## config.mk

```make
export PLATFORM = sky130hd
export DESIGN_NAME = gpe0_block
export DESIGN_NICKNAME = d
export VERILOG_FILES = /design/src/rtl/gpe0_pkg.sv /design/src/rtl/gpe0_decode.sv /design/src/rtl/gpe0_status_bank.sv /design/src/rtl/gpe0_enable_bank.sv /design/src/rtl/gpe0_block.sv
export SDC_FILE = /design/constraint.sdc
export NUM_CORES = 1
export LEC_CHECK = 0
export ABC_AREA = 1
export CAP_MARGIN = 10
export CORE_AREA = 2 2 78 80
export DETAILED_ROUTE_END_ITERATION = 10
export DIE_AREA = 0 0 80 82
export PLACE_DENSITY = 0.83
export SYNTH_ARGS = -nofsm -noshare
export SYNTH_HDL_FRONTEND = slang
export SYNTH_SLANG_ARGS = --single-unit
```

## constraint.sdc

```tcl
create_clock -name clk -period 1.99 [get_ports clk]
set_input_delay 0.597 -clock clk [delete_from_list [all_inputs] [get_ports clk]]
set_output_delay 0.597 -clock clk [all_outputs]
set_load 0.05 [all_outputs]
```

## src/rtl/gpe0_pkg.sv

```systemverilog
package gpe0_pkg;

    localparam int LANE_W = 8;

    // One byte-lane operation after window decode.
    typedef struct packed {
        logic                wr;
        logic                rd;
        logic [LANE_W-1:0]   data;
    } lane_op_t;

    typedef enum logic {
        REG_STATUS = 1'b0,
        REG_ENABLE = 1'b1
    } region_e;

    // Lower half of the window is status, upper half is enable.
    function automatic region_e lane_region(input int lane, input int half_bytes);
        return (lane < half_bytes) ? REG_STATUS : REG_ENABLE;
    endfunction

    // Byte index inside the register that a lane addresses.
    function automatic int lane_reg_byte(input int lane, input int half_bytes);
        return (lane < half_bytes) ? lane : lane - half_bytes;
    endfunction

endpackage

```

## src/rtl/gpe0_decode.sv

```systemverilog
module gpe0_decode
    import gpe0_pkg::*;
#(
    parameter int               ADDR_W    = 16,
    parameter logic [ADDR_W-1:0] BASE_ADDR = 16'hAFE0,
    parameter int               WIN_BYTES = 4,
    localparam int              OFS_W     = $clog2(WIN_BYTES),
    localparam int              BUS_W     = WIN_BYTES * LANE_W
) (
    input  logic [ADDR_W-1:0]         addr,
    input  logic                      wr,
    input  logic                      rd,
    input  logic [WIN_BYTES-1:0]      be,
    input  logic [BUS_W-1:0]          wdata,
    output logic                      hit,
    output lane_op_t [WIN_BYTES-1:0]  ops
);

    assign hit = (addr[ADDR_W-1:OFS_W] == BASE_ADDR[ADDR_W-1:OFS_W]);

    for (genvar k = 0; k < WIN_BYTES; k++) begin : g_lane
        assign ops[k].wr   = wr & hit & be[k];
        assign ops[k].rd   = rd & hit & be[k];
        assign ops[k].data = wdata[k*LANE_W +: LANE_W];
    end

endmodule

```

## src/rtl/gpe0_status_bank.sv

```systemverilog
module gpe0_status_bank
    import gpe0_pkg::*;
#(
    parameter int  NBYTES = 2,
    localparam int NBITS  = NBYTES * LANE_W
) (
    input  logic                    clk,
    input  logic                    rst,
    input  lane_op_t [NBYTES-1:0]   ops,
    input  logic [NBITS-1:0]        evt,
    output logic [NBITS-1:0]        sts_q
);

    logic [NBITS-1:0] clr_vec;
    logic [NBITS-1:0] sts_d;

    for (genvar b = 0; b < NBYTES; b++) begin : g_byte
        assign clr_vec[b*LANE_W +: LANE_W] = ops[b].wr ? ops[b].data : '0;
    end

    // Event has priority over acknowledge.
    assign sts_d = evt | (sts_q & ~clr_vec);

    always_ff @(posedge clk) begin
        if (rst) sts_q <= '0;
        else     sts_q <= sts_d;
    end

    // acknowledged bits without a concurrent event are cleared
    p_w1c_clears_r3: assert property (@(posedge clk) disable iff (rst)
        (clr_vec != '0) |=> ((sts_q & $past(clr_vec & ~evt)) == '0));

    // every pulsed event bit is set at the next edge
    p_event_sets_r4: assert property (@(posedge clk) disable iff (rst)
        (evt != '0) |=> ((sts_q & $past(evt)) == $past(evt)));

    // bits that were neither set nor cleared hold their value
    p_untouched_hold_r3: assert property (@(posedge clk) disable iff (rst)
        1'b1 |=> ((sts_q & ~$past(evt | clr_vec)) ==
                  ($past(sts_q) & ~$past(evt | clr_vec))));

endmodule

```

## src/rtl/gpe0_enable_bank.sv

```systemverilog
module gpe0_enable_bank
    import gpe0_pkg::*;
#(
    parameter int  NBYTES = 2,
    localparam int NBITS  = NBYTES * LANE_W
) (
    input  logic                    clk,
    input  logic                    rst,
    input  lane_op_t [NBYTES-1:0]   ops,
    output logic [NBITS-1:0]        en_q
);

    logic [NBITS-1:0] en_d;

    for (genvar b = 0; b < NBYTES; b++) begin : g_byte
        assign en_d[b*LANE_W +: LANE_W] = ops[b].wr ? ops[b].data
                                                    : en_q[b*LANE_W +: LANE_W];

        // a written enable byte holds the written value
        p_en_write_r5: assert property (@(posedge clk) disable iff (rst)
            ops[b].wr |=> (en_q[b*LANE_W +: LANE_W] == $past(ops[b].data)));
    end

    always_ff @(posedge clk) begin
        if (rst) en_q <= '0;
        else     en_q <= en_d;
    end

endmodule

```

## src/rtl/gpe0_block.sv

```systemverilog
module gpe0_block
    import gpe0_pkg::*;
#(
    parameter int               ADDR_W       = 16,
    parameter logic [ADDR_W-1:0] BASE_ADDR    = 16'hAFE0,
    parameter int               GPE_BYTES    = 2,
    parameter logic [7:0]       SCI_LINE_NUM = 8'd9,
    localparam int              WIN_BYTES    = 2 * GPE_BYTES,
    localparam int              EVT_W        = GPE_BYTES * LANE_W,
    localparam int              BUS_W        = WIN_BYTES * LANE_W
) (
    input  logic                 clk,
    input  logic                 rst,
    input  logic [ADDR_W-1:0]    io_addr,
    input  logic                 io_wr,
    input  logic                 io_rd,
    input  logic [WIN_BYTES-1:0] io_be,
    input  logic [BUS_W-1:0]     io_wdata,
    output logic [BUS_W-1:0]     io_rdata,
    input  logic [EVT_W-1:0]     evt_in,
    output logic                 sci,
    output logic [7:0]           sci_line
);

    lane_op_t [WIN_BYTES-1:0] ops;
    lane_op_t [GPE_BYTES-1:0] sts_ops;
    lane_op_t [GPE_BYTES-1:0] en_ops;
    logic                     hit;
    logic [EVT_W-1:0]         sts_q;
    logic [EVT_W-1:0]         en_q;
    logic [BUS_W-1:0]         rdata_d;

    gpe0_decode #(
        .ADDR_W    (ADDR_W),
        .BASE_ADDR (BASE_ADDR),
        .WIN_BYTES (WIN_BYTES)
    ) i_decode (
        .addr  (io_addr),
        .wr    (io_wr),
        .rd    (io_rd),
        .be    (io_be),
        .wdata (io_wdata),
        .hit   (hit),
        .ops   (ops)
    );

    // Route lanes to the two register halves and build read data.
    for (genvar k = 0; k < WIN_BYTES; k++) begin : g_route
        localparam int RB = lane_reg_byte(k, GPE_BYTES);
        if (lane_region(k, GPE_BYTES) == REG_STATUS) begin : g_sts
            assign sts_ops[RB] = ops[k];
            assign rdata_d[k*LANE_W +: LANE_W] =
                ops[k].rd ? sts_q[RB*LANE_W +: LANE_W] : '0;
        end else begin : g_en
            assign en_ops[RB] = ops[k];
            assign rdata_d[k*LANE_W +: LANE_W] =
                ops[k].rd ? en_q[RB*LANE_W +: LANE_W] : '0;
        end
    end

    gpe0_status_bank #(.NBYTES(GPE_BYTES)) i_status (
        .clk   (clk),
        .rst   (rst),
        .ops   (sts_ops),
        .evt   (evt_in),
        .sts_q (sts_q)
    );

    gpe0_enable_bank #(.NBYTES(GPE_BYTES)) i_enable (
        .clk  (clk),
        .rst  (rst),
        .ops  (en_ops),
        .en_q (en_q)
    );

    always_ff @(posedge clk) begin
        if (rst) io_rdata <= '0;
        else     io_rdata <= rdata_d;
    end

    assign sci      = |(sts_q & en_q);
    assign sci_line = SCI_LINE_NUM;

    // a read outside the window returns zero
    p_miss_read_zero_r1: assert property (@(posedge clk) disable iff (rst)
        (io_rd && !hit) |=> (io_rdata == '0));

    // a write outside the window changes no register
    p_miss_write_none_r1: assert property (@(posedge clk) disable iff (rst)
        (io_wr && !hit && evt_in == '0) |=> ($stable(en_q) && $stable(sts_q)));

    // no enable set means no interrupt
    p_sci_off_r6: assert property (@(posedge clk) disable iff (rst)
        (en_q == '0) |-> !sci);

    // registers are clear after a reset cycle
    p_reset_clear_r7: assert property (@(posedge clk)
        $past(rst) |-> (sts_q == '0 && en_q == '0 && !sci));

    // read data returns to zero after an idle edge
    p_rdata_idle_r8: assert property (@(posedge clk) disable iff (rst)
        !io_rd |=> (io_rdata == '0));

endmodule

```

==> impl_metrics.tcl <==
set metrics [dict create \
    r2r-start "i_enable.en_q[2]" \
    synth_top_area_share_pct 51.8 \
    seq_area_sq_mm 0.00129 \
    fin_ws_ns 0.0414 \
    cts.path.max_buffers 2 \
    grt_max_degree 33 \
    final_layout_size_suffix_gt1_share_pct 20.0 \
    p_per_area_mw_per_mm2 729 \
    ys_warn_count 0 \
    worstSetupPathType "reg2out" \
    io_buffers 102 \
    maxCapViolCount 0 \
    min_path_cells 2 \
    internal_power_uw 2130 \
    drt_iter0_markers 95 \
    syn_inst 310 \
    setup_viol 0 \
    hold_viol 0 \
    tritoncts "built" \
    clk_pin_slew_ns 0.07 \
    setup.worst_path.start_class "register" \
    grt_pass1_vias 2300 \
    grt.total_usage_pct 20.0 \
    insertion_delay_ns 0.33 \
    status "finished, final reports clean" \
    post-synth-top-count-cell "dfxtp_1" \
    cts-htree-levels 3 \
    dp_slack_ns -0.130 \
    n_antenna_cell 0 \
    yosys-top-cells-area "dfxtp_1 (52%), inv_1 (8.4%), nand4_1 (8.4%)" \
    period_share_pct 97.9 \
    grt_setup_unrepaired "true" \
    crit_required_ns 1.39 \
    nets 493 \
    viasPerCell 4.71 \
    r2r_cells 3 \
    pin_count 113 \
    area_delta_synth_final_pct 51.2 \
    slew_viol_final 0 \
    synth.distinct_cells 21 \
    wl_per_cell_um 12.6 \
    ant_nets 0 \
    p_leak_uw 0.00156 \
    first_pass_iters 4 \
    fillers 496 \
    ir_drop_mv 0.518 \
    clkPwrFrac_pct 41.3 \
    cts.sinks 64 \
    antenna_found_initial 0 \
    synth_edf_count 0 \
    ys_seq_area_share_pct 51.8 \
    avgSynthCellArea_sq_um 7.98 \
    hpwl_um 4670 \
    multi_input_area_sq_um 875 \
    clock_skew_ns 0.00347 \
    gr-total-overflow 0 \
    worstPathMaxFanout 3 \
    hold_end "io_rdata[26]" \
    cts_buffers 9 \
    worstHoldStart "i_enable.en_q[10]" \
    die_h_um 82 \
    netSwitchingFraction_pct 21.9 \
    start_util_pct 43.0 \
    end_kind "output port" \
    synthDominantAreaCellType "dfxtp_1" \
    arrival_ns 1.35 \
    die_x_um 80 \
    combPwrFrac_pct 10.2 \
    r2r_setup_slack_ns 1.27 \
    dr_total_vias 2353 \
    async_flop_share_pct 0 \
    seq_power_share_pct 48.5 \
    syn_area_sq_mm 0.00247 \
    rows 28 \
    synth_common_cells "dfxtp_1 (64), inv_1 (55), nand2_1 (43)" \
    synth_ff_type "dfxtp_1" \
    routed_wl_um 6320 \
    root_buffer "clkbuf_8" \
    p_sw_uw 597 \
    ys_ff_latch 64 \
    reg2reg_to "i_enable.en_q[2]" \
    gp_congestion 0.802 \
    die_area_sq_mm 0.00656 \
    min_path_type "reg2reg" \
    grt_pass1_wl_um 9960 \
    core-area_sq_mm 0.00575 \
    max_freq_mhz 513 \
    drc 0 \
    hold_ws_ns 0.445 \
    period_needed_ns 1.95 \
]
==> cell usage in the layout (no fill, tap or decap), types with 7 or more instances in the layout <==
cell	Yosys	final
inv_1	55	55
dfxtp_1	64	57
dfxtp_2	0	7
conb_1	2	8
nand4_1	33	33
nor2_1	34	34
a21oi_1	34	34
buf_4	9	46
clkbuf_8	0	12
nand2_1	43	42
clkdlybuf4s50_1	0	69
==> worst max-delay path, cell delays in order, from the launching register on <==
cell and delay, ns:
dfxtp_2 0.33, nand2_1 0.05, nand4_1 0.13, nor3_2 0.23
nand3_1 0.11, buf_6 0.17
==> per-layer routing <==
| layer | part of all wire, % | wire length [um] | GRT usage [%] |
|---|---|---|---|
| met3 | 7.6 | 483 | 5.16 |
| met4 | 1.3 | 84 | 10.0 |
| met5 | 0 | 0 | 0 |
| met1 | 41 | 2610 | 23.1 |
| met2 | 50 | 3150 | 34.4 |
==> flip-flops by register name (all words and copies together), names as in the netlist <==
signal          flops
io_rdata           32
i_enable.en_q      16
i_status.sts_q     16
==> stage by stage <==
step	area [sq um]	cells	utilization [%]	setup TNS, ns	power, uW
after floorplan	2490	316	-	0	1460
after global placement	3470	480	60.5	-4.51	1610
after detailed placement	3470	480	60.5	-5.91	1620
after CTS	3680	495	64.1	0	2740
after global routing	3740	500	65.0	-0.0201	2830
final	3740	500	65.0	0	2720
==> cell families after synthesis <==
kind of cell           count (synthesis)  synth area share, %
and+or+nand+nor                      128                 25.9
buffers and inverters                 78                 14.0
DFF                                   64                 51.8
AOI/OAI and AO/OA                     38                 8.00
other                                  2                0.304
==> worst max path at each step <==
stage / cells past startpoint / startpoint / to / slack [ns]
finish: 5 / i_status.sts_q[2] / sci / 0.04
global route: 5 / i_enable.en_q[2] / sci / -0.02
CTS: 5 / i_enable.en_q[4] / sci / 0.04
detailed placement: 7 / io_addr[5] / io_rdata[12] / -0.13
global placement: 8 / io_addr[15] / i_enable.en_q[9] / -0.11
floorplan: 4 / i_status.sts_q[3] / sci / 0.36
==> power groups by stage <==
stage	Sequential (uW)	Clock (uW)	Combinational, uW
floorplan	1340	0	121
global placement	1350	0	267
detailed placement	1350	0	271
CTS	1320	1140	273
global route	1320	1210	300
finish	1320	1120	279
==> repair_timing <==
item,CTS,global route
resized for setup,1,9
gates cloned,0,0
setup endpoints to repair,1,1
pin swaps,1,4
setup buffers,0,5
hold buffers,0,0
==> layout make-up <==
class	count	area share, %
clock buffer	12	4.42
multi-input combinational	174	23.4
tap	75	2.51
timing repair buffer	117	28.6
sequential	64	34.5
clock inverter	3	1.07
inverter	55	5.52
No activity file was read; power rests on OpenSTA's default activity.
